$ cat src/rtl/cmo_pkg.sv
// Shared encodings and bundles for the cache line maintenance unit.
// Assumes op and line-state codes are fixed by the surrounding pipeline.
package cmo_pkg;

    typedef enum logic [2:0] {
        OP_TOUCH    = 3'd0,
        OP_TOUCH_ST = 3'd1,
        OP_ZERO     = 3'd2,
        OP_STORE    = 3'd3,
        OP_FLUSH    = 3'd4,
        OP_INVAL    = 3'd5,
        OP_RSV6     = 3'd6,
        OP_RSV7     = 3'd7
    } cmo_op_e;

    typedef enum logic [1:0] {
        LS_INV = 2'b00,
        LS_EXC = 2'b01,
        LS_MOD = 2'b10,
        LS_RSV = 2'b11
    } line_st_e;

    typedef enum logic [1:0] {
        SQ_IDLE  = 2'd0,
        SQ_BCAST = 2'd1,
        SQ_WB    = 2'd2,
        SQ_DONE  = 2'd3
    } seq_st_e;

    // Page attributes sampled with the command.
    typedef struct packed {
        logic coh;
        logic inhib;
        logic wthru;
        logic cacheable;
        logic xlat_hit;
        logic prot_ok;
    } page_attr_t;

    // Configuration and privilege sampled with the command.
    typedef struct packed {
        logic en;
        logic lock;
        logic bcast_en;
        logic sup;
    } cache_ctl_t;

    // Decoded command classes plus lookup summary.
    typedef struct packed {
        logic touch;
        logic zero;
        logic store;
        logic flush;
        logic inval;
        logic resident;
        logic dirty;
    } cmd_class_t;

    // Everything a command will do, decided at acceptance.
    typedef struct packed {
        logic     bcast;
        logic     wb;
        logic     upd;
        line_st_e nst;
        logic     fill;
        logic     zero;
        logic     exc_align;
        logic     exc_dsi;
        logic     exc_priv;
    } cmo_plan_t;

endpackage

$ cat src/rtl/cmo_classify.sv
// Decodes the command code into one-hot classes and summarizes the
// tag lookup. Assumes a lookup with state invalid or reserved is a miss.
module cmo_classify
    import cmo_pkg::*;
(
    input  logic [2:0] op,
    input  logic       hit,
    input  logic [1:0] state,
    output cmd_class_t cls
);

    line_st_e st;

    // Cast raw state to the enum and classify the op.
    always_comb begin
        st           = line_st_e'(state);
        cls          = '0;
        cls.resident = hit && (st == LS_EXC || st == LS_MOD);
        cls.dirty    = hit && (st == LS_MOD);
        unique case (cmo_op_e'(op))
            OP_TOUCH, OP_TOUCH_ST: cls.touch = 1'b1;
            OP_ZERO:               cls.zero  = 1'b1;
            OP_STORE:              cls.store = 1'b1;
            OP_FLUSH:              cls.flush = 1'b1;
            OP_INVAL:              cls.inval = 1'b1;
            default:               ;
        endcase
    end

endmodule

$ cat src/rtl/cmo_rules.sv
// Per-command rules: state change, requests, broadcast gating and
// exception selection. Purely combinational. Assumes a touch never
// allocates into a locked cache, and exception priority is
// privilege, then protection, then alignment.
module cmo_rules
    import cmo_pkg::*;
(
    input  cmd_class_t cls,
    input  page_attr_t pg,
    input  cache_ctl_t ctl,
    output cmo_plan_t  plan
);

    logic touch_ok;
    logic zero_bad;

    // Qualifiers shared by the touch and zero rules.
    always_comb begin
        touch_ok = ctl.en && !ctl.lock && pg.xlat_hit && pg.prot_ok
                   && pg.cacheable && !cls.resident;
        zero_bad = !ctl.en || pg.inhib || pg.wthru || !pg.cacheable;
    end

    // Build the action plan for the current command.
    always_comb begin
        plan     = '0;
        plan.nst = LS_INV;
        if (cls.touch) begin
            if (touch_ok) begin
                plan.fill = 1'b1;
                plan.upd  = 1'b1;
                plan.nst  = LS_EXC;
            end
        end else if (cls.zero) begin
            if (!pg.prot_ok) begin
                plan.exc_dsi = 1'b1;
            end else if (zero_bad) begin
                plan.exc_align = 1'b1;
            end else begin
                plan.zero  = 1'b1;
                plan.upd   = 1'b1;
                plan.nst   = LS_MOD;
                plan.bcast = pg.coh;
            end
        end else if (cls.store) begin
            if (!pg.prot_ok) begin
                plan.exc_dsi = 1'b1;
            end else begin
                plan.bcast = ctl.bcast_en;
                if (cls.dirty) begin
                    plan.wb  = 1'b1;
                    plan.upd = 1'b1;
                    plan.nst = LS_EXC;
                end
            end
        end else if (cls.flush) begin
            if (!pg.prot_ok) begin
                plan.exc_dsi = 1'b1;
            end else begin
                plan.bcast = ctl.bcast_en;
                plan.wb    = cls.dirty;
                plan.upd   = cls.resident;
                plan.nst   = LS_INV;
            end
        end else if (cls.inval) begin
            if (!ctl.sup) begin
                plan.exc_priv = 1'b1;
            end else if (!pg.prot_ok) begin
                plan.exc_dsi = 1'b1;
            end else begin
                plan.bcast = ctl.bcast_en;
                plan.upd   = cls.resident;
                plan.nst   = LS_INV;
            end
        end
    end

endmodule

$ cat src/rtl/cmo_seq.sv
// Command sequencer: captures the plan and line address on acceptance,
// runs the broadcast then the write-back handshake, each held until
// acknowledged, and ends with a one-cycle completion state.
// Assumes acks are only meaningful while the matching request is high.
module cmo_seq
    import cmo_pkg::*;
#(
    parameter int ADDR_W = 32,
    parameter int OFS_W  = 5
) (
    input  logic              clk,
    input  logic              rst_n,
    input  logic              cmd_valid,
    input  logic [ADDR_W-1:0] cmd_addr,
    input  cmo_plan_t         plan_in,
    input  logic              bcast_ack,
    input  logic              wb_ack,
    output logic              cmd_ready,
    output logic              bcast_req,
    output logic              wb_req,
    output logic [ADDR_W-1:0] req_addr,
    output logic              done,
    output cmo_plan_t         plan_q
);

    seq_st_e           st_q, st_d;
    logic [ADDR_W-1:0] addr_q;
    logic              accept;

    // First stage a fresh plan needs.
    function automatic seq_st_e first_stage(input cmo_plan_t p);
        if (p.bcast)   return SQ_BCAST;
        else if (p.wb) return SQ_WB;
        else           return SQ_DONE;
    endfunction

    assign accept = cmd_valid && (st_q == SQ_IDLE);

    // Next-state selection for the handshake sequence.
    always_comb begin
        st_d = st_q;
        unique case (st_q)
            SQ_IDLE:  if (cmd_valid) st_d = first_stage(plan_in);
            SQ_BCAST: if (bcast_ack) st_d = plan_q.wb ? SQ_WB : SQ_DONE;
            SQ_WB:    if (wb_ack)    st_d = SQ_DONE;
            SQ_DONE:  st_d = SQ_IDLE;
            default:  st_d = SQ_IDLE;
        endcase
    end

    // State, plan and address registers.
    always_ff @(posedge clk) begin
        if (!rst_n) begin
            st_q   <= SQ_IDLE;
            plan_q <= '0;
            addr_q <= '0;
        end else begin
            st_q <= st_d;
            if (accept) begin
                plan_q               <= plan_in;
                addr_q               <= cmd_addr;
                addr_q[OFS_W-1:0]    <= '0;
            end
        end
    end

    assign cmd_ready = (st_q == SQ_IDLE);
    assign bcast_req = (st_q == SQ_BCAST);
    assign wb_req    = (st_q == SQ_WB);
    assign done      = (st_q == SQ_DONE);
    assign req_addr  = addr_q;

endmodule

$ cat src/rtl/cmo_unit.sv
// Cache line maintenance command unit top. Classifies the command,
// applies the per-command rules, and sequences handshakes; results are
// presented only during the completion pulse. Assumes line size
// LINE_BYTES is a power of two and at most 2**(ADDR_W-1).
module cmo_unit
    import cmo_pkg::*;
#(
    parameter int ADDR_W     = 32,
    parameter int LINE_BYTES = 32
) (
    input  logic              clk,
    input  logic              rst_n,
    input  logic              cmd_valid,
    output logic              cmd_ready,
    input  logic [2:0]        cmd_op,
    input  logic [ADDR_W-1:0] cmd_addr,
    input  logic              lk_hit,
    input  logic [1:0]        lk_state,
    input  logic              pg_coh,
    input  logic              pg_inhib,
    input  logic              pg_wthru,
    input  logic              pg_cacheable,
    input  logic              pg_xlat_hit,
    input  logic              pg_prot_ok,
    input  logic              cfg_sup,
    input  logic              cfg_en,
    input  logic              cfg_lock,
    input  logic              cfg_bcast_en,
    output logic              wb_req,
    input  logic              wb_ack,
    output logic              bcast_req,
    input  logic              bcast_ack,
    output logic [ADDR_W-1:0] req_addr,
    output logic              done,
    output logic              upd_vld,
    output logic [1:0]        upd_state,
    output logic              fill_req,
    output logic              zero_req,
    output logic              exc_align,
    output logic              exc_dsi,
    output logic              exc_priv
);

    localparam int OFS_W = (LINE_BYTES > 1) ? $clog2(LINE_BYTES) : 1;

    cmd_class_t cls;
    page_attr_t pg;
    cache_ctl_t ctl;
    cmo_plan_t  plan_d, plan_q;

    // Bundle the sampled attributes and configuration.
    always_comb begin
        pg.coh       = pg_coh;
        pg.inhib     = pg_inhib;
        pg.wthru     = pg_wthru;
        pg.cacheable = pg_cacheable;
        pg.xlat_hit  = pg_xlat_hit;
        pg.prot_ok   = pg_prot_ok;
        ctl.en       = cfg_en;
        ctl.lock     = cfg_lock;
        ctl.bcast_en = cfg_bcast_en;
        ctl.sup      = cfg_sup;
    end

    cmo_classify u_cls (
        .op    (cmd_op),
        .hit   (lk_hit),
        .state (lk_state),
        .cls   (cls)
    );

    cmo_rules u_rules (
        .cls  (cls),
        .pg   (pg),
        .ctl  (ctl),
        .plan (plan_d)
    );

    cmo_seq #(
        .ADDR_W (ADDR_W),
        .OFS_W  (OFS_W)
    ) u_seq (
        .clk       (clk),
        .rst_n     (rst_n),
        .cmd_valid (cmd_valid),
        .cmd_addr  (cmd_addr),
        .plan_in   (plan_d),
        .bcast_ack (bcast_ack),
        .wb_ack    (wb_ack),
        .cmd_ready (cmd_ready),
        .bcast_req (bcast_req),
        .wb_req    (wb_req),
        .req_addr  (req_addr),
        .done      (done),
        .plan_q    (plan_q)
    );

    // Results are visible only during the completion pulse.
    always_comb begin
        upd_vld   = done && plan_q.upd;
        upd_state = (done && plan_q.upd) ? plan_q.nst : LS_INV;
        fill_req  = done && plan_q.fill;
        zero_req  = done && plan_q.zero;
        exc_align = done && plan_q.exc_align;
        exc_dsi   = done && plan_q.exc_dsi;
        exc_priv  = done && plan_q.exc_priv;
    end

endmodule

$ cat config.mk
export PLATFORM = sky130hd
export DESIGN_NAME = cmo_unit
export DESIGN_NICKNAME = d
export VERILOG_FILES = /design/src/rtl/cmo_pkg.sv /design/src/rtl/cmo_classify.sv /design/src/rtl/cmo_rules.sv /design/src/rtl/cmo_seq.sv /design/src/rtl/cmo_unit.sv
export SDC_FILE = /design/constraint.sdc
export NUM_CORES = 1
export LEC_CHECK = 0
export CAP_MARGIN = 20
export CELL_PAD_IN_SITES_DETAIL_PLACEMENT = 0
export CELL_PAD_IN_SITES_GLOBAL_PLACEMENT = 2
export CORE_ASPECT_RATIO = 1.2
export CORE_MARGIN = 3
export CORE_UTILIZATION = 29
export CTS_CLUSTER_DIAMETER = 100
export DETAILED_ROUTE_END_ITERATION = 10
export DONT_BUFFER_PORTS = 1
export HOLD_SLACK_MARGIN = 0.08
export PLACE_DENSITY = 0.72
export SYNTH_ARGS = -nofsm -noshare
export SYNTH_HDL_FRONTEND = slang
export SYNTH_SLANG_ARGS = --single-unit
$ cat constraint.sdc
create_clock -name clk -period 1.8 [get_ports clk]
set_clock_uncertainty 0.05 [all_clocks]
set_input_delay 0.18 -clock clk [delete_from_list [all_inputs] [get_ports clk]]
set_output_delay 0.18 -clock clk [all_outputs]
set_load 0.02 [all_outputs]
==> results.md <==
* Top-area cell type share of the netlist area at 0.429
* Post-Syn Instances at 210
* I/O pin count at 97
* H-tree lvl count at 2
* Area of the core at 5710 um^2
* Avg Vias per Cell at roughly 4.5
* Post-Route WL at 4.44 mm
* Antenna viol nets, final at 0
* Reg clk slew, reported paths at 0.07 ns
* Latest clock arrival within the worst-skew pair at 0.28 ns
* Number of global-route vias before repair at 1501
* Root buf cell: clkbuf_8
* Syn avg cell area at 8.22 um^2
* Sequential share of the synthesized area at 0.429
* Share of layout cells above drive strength 1 at 0.0902
* Hold Path Depth at 3
* Max-slew violations at 0
* Reg area at 741 um^2
* Via Count at around 1500
* Top cells by area, synth: dfxtp_1 (43%), nand2_1 (14%), a21boi_0 (13%), ha_1 (3.6%), and2_1 (3.3%)
* Tcrit/Tclk final at 0.921
* Ant. Diodes at 0
* Initial antenna violation count at 0
* Terminus of the critical flop-to-flop path: u_seq.st_q[0]$_SDFFE_PN0P_
* Post-synthesis register bit count at 37
* Mapped Area at around 1700 um^2
* Clock period minus worst slack at ~1.7 ns
* Crit-path slowest cell: dfxtp_1
* Power density cells at ~1300 nW/um^2
* Crit start category: flop
* Hold slack at about 0.12 ns
* DRC violations left at 0
* Multi-input logic area at 887 um^2
* Worst hold path class: in -> reg
* LEAKAGE at 0.891 nW
* Fmax at 603 MHz
* Area leader, netlist: dfxtp_1
* Worst Path Required at 1.93 ns
* DRT iter0 DRCs at 57
* GRT Total Usage at 0.134
* RSZ-0062 raised after global routing: no
* FF-to-FF Start: u_seq.st_q[0]$_SDFFE_PN0P_
* Hold EP: u_seq.plan_q[1]$_SDFFE_PN0P_
* Worst Path Arrival at ~1.8 ns
* Wire per inst at 13.7 um
* Final core occ at 0.397
* Area of the die at 6920 um^2
* Hpwl dp at 3.05 mm
* Critical path peak fanout at 4
* Placed cells at 287
* Port bufs at 0
* Num CTS Buffers at 5
* Final hold viol count at 0
* Maximum Capacitance Violations at 0
* Clock Path Buffers at 2
* Pre-CTS setup slack at 0.0987 ns
* Status: finished clean
* Row Count at 30
* CTS tree: done
* Total gr overflow at 0
* Max IR drop VDD at slightly above 0.0006 V
* TNS Setup at 0 ns
* Area grow syn2layout at 31.2%
* CP Class: reg -> reg
* Die Height at 90.5 um
* CTS Sinks at 37
* Final GP Congestion at between 0.7 and 0.8
* Initial Utilization at 0.302
* Netlist cell types at 34
* R2R Setup Slk at roughly 0.14 ns
* FILL cells at 635
* CP Cell Sequence: inv_1, ha_1, a222oi_1, buf_4, nand2_1, o311a_1
* First-pass GRT wire length at 7.36 mm
* Cell depth of the worst flop-to-flop path at 6
* Finished Layout Cells at 324
* Drt first pass iters at 4
* Warnings from Yosys at 0
* Setup-failing EPs final at 0
* CP Capture Type: flop
* Post-CTS Setup Inserts at 0
* Hold path start: cmd_op[1]
* Nets at 301
* Largest net degree at the start of global routing at 38
* Max stage delay on crit path at ~0.37 ns
* Die Width at 76.4 um
* Setup ws final at between 0.1 and 0.15 ns
critical path: cells and delay by family (launching register included):
family                   cells  cell delay (ns)
buffers and inverters        2             0.29
flip-flops                   1             0.37
AO/OA/AOI/OAI                2             0.58
AND/OR/NAND/NOR              1             0.05
adder cells (fa/ha/maj)      1             0.22
layout make-up:
cell class / instances / share of cell area
Tap cell: 80 / 0.0442
Sequential cell: 37 / 0.327
Clock buffer: 5 / 0.0304
Clock inverter: 3 / 0.0287
Inverter: 9 / 0.0149
Timing Repair Buffer: 38 / 0.163
Multi-Input combinational cell: 152 / 0.392
Yosys cell counts (all sizes together):
cell type  instances
a222oi             1
a21boi            31
o311a              1
and2               9
mux2i              1
nor2               1
o31ai              1
o21ai              4
a211oi             1
conb               1
dfxtp             37
nor2b              3
and3               3
o221ai             1
nand3b             2
nand2             65
o22ai              1
or3                1
nand4              1
o211ai             1
nor4bb             2
nand3              1
a31oi              2
inv                9
and4bb             1
buf               10
o221a              1
a211o              1
o211a              1
nand2b             5
clkbuf             6
ha                 5
cells by family after synthesis:
logic type / count (synthesis) / share of synthesized area
other: 1 / 0.00217
AND/OR/NAND/NOR: 94 / 0.254
multiplexers: 1 / 0.00580
adder cells (fa/ha/maj): 5 / 0.0363
buffers and inverters: 25 / 0.0682
flip-flops: 37 / 0.429
AO/OA/AOI/OAI: 47 / 0.205
per-stage QoR:
| step | power [mW] | area (um^2) |
|---|---|---|
| floorplan | 1.76 | 1740 |
| global route | 3.11 | 2260 |
| CTS | 2.95 | 2260 |
| global placement | 2.00 | 1820 |
| finish | 2.89 | 2260 |
| detailed placement | 2.02 | 1820 |
sequential cells by signal, summed over array words and instances (netlist names):
register        flops
u_seq.req_addr     27
u_seq.plan_q        8
u_seq.st_q          2
power by group:
part | internal, mW | switching, mW | total [mW]
logic | 0.365 | 0.510 | 0.874
registers | 0.959 | 0.216 | 1.18
clock network | 0.550 | 0.293 | 0.844
per-layer routing:
layer,global-route usage,part of all wire
met5,0,0
met4,0.0498,0.015
met3,0.0409,0.067
met2,0.234,0.49
met1,0.152,0.43
worst max path at each step:
| stage | startpoint | to | slack, ns | depth (start not counted) |
|---|---|---|---|---|
| 2_1_floorplan | u_seq.st_q[0]$_SDFFE_PN0P_ | u_seq.st_q[0]$_SDFFE_PN0P_ | 0.05 | 5 |
| 3_3_place_gp | u_seq.st_q[0]$_SDFFE_PN0P_ | u_seq.st_q[0]$_SDFFE_PN0P_ | 0.13 | 6 |
| 3_5_place_dp | u_seq.st_q[0]$_SDFFE_PN0P_ | u_seq.st_q[0]$_SDFFE_PN0P_ | 0.1 | 6 |
| 4_1_cts | u_seq.st_q[1]$_SDFFE_PN0P_ | exc_dsi | 0.07 | 3 |
| 5_1_grt | u_seq.st_q[0]$_SDFFE_PN0P_ | u_seq.st_q[0]$_SDFFE_PN0P_ | 0.03 | 6 |
| 6_report | u_seq.st_q[0]$_SDFFE_PN0P_ | u_seq.st_q[0]$_SDFFE_PN0P_ | 0.14 | 6 |
layout by cell type, fill, tap and decap left out, types with 2 or more instances in the layout:
cell           instances
nor2b_1                3
o21ai_0                4
inv_1                  9
a21boi_0              31
and2_1                 9
nor4bb_1               2
and3_1                 3
buf_4                  9
nand2b_1               5
ha_1                   3
conb_1                 5
nand2_1               65
bufinv_16              2
ha_2                   2
dfxtp_1               37
dlygate4sd3_1         28
nand3b_1               2
clkbuf_8               5
a31oi_1                2
what timing repair did:
| action | in CTS | in global routing |
|---|---|---|
| hold buffers | 29 | 0 |
| endpoints found under the hold margin | 37 | 0 |
| gates resized for setup | 0 | 2 |
| setup endpoints to repair | 0 | 7 |
Power figures use the tool's default switching activity.
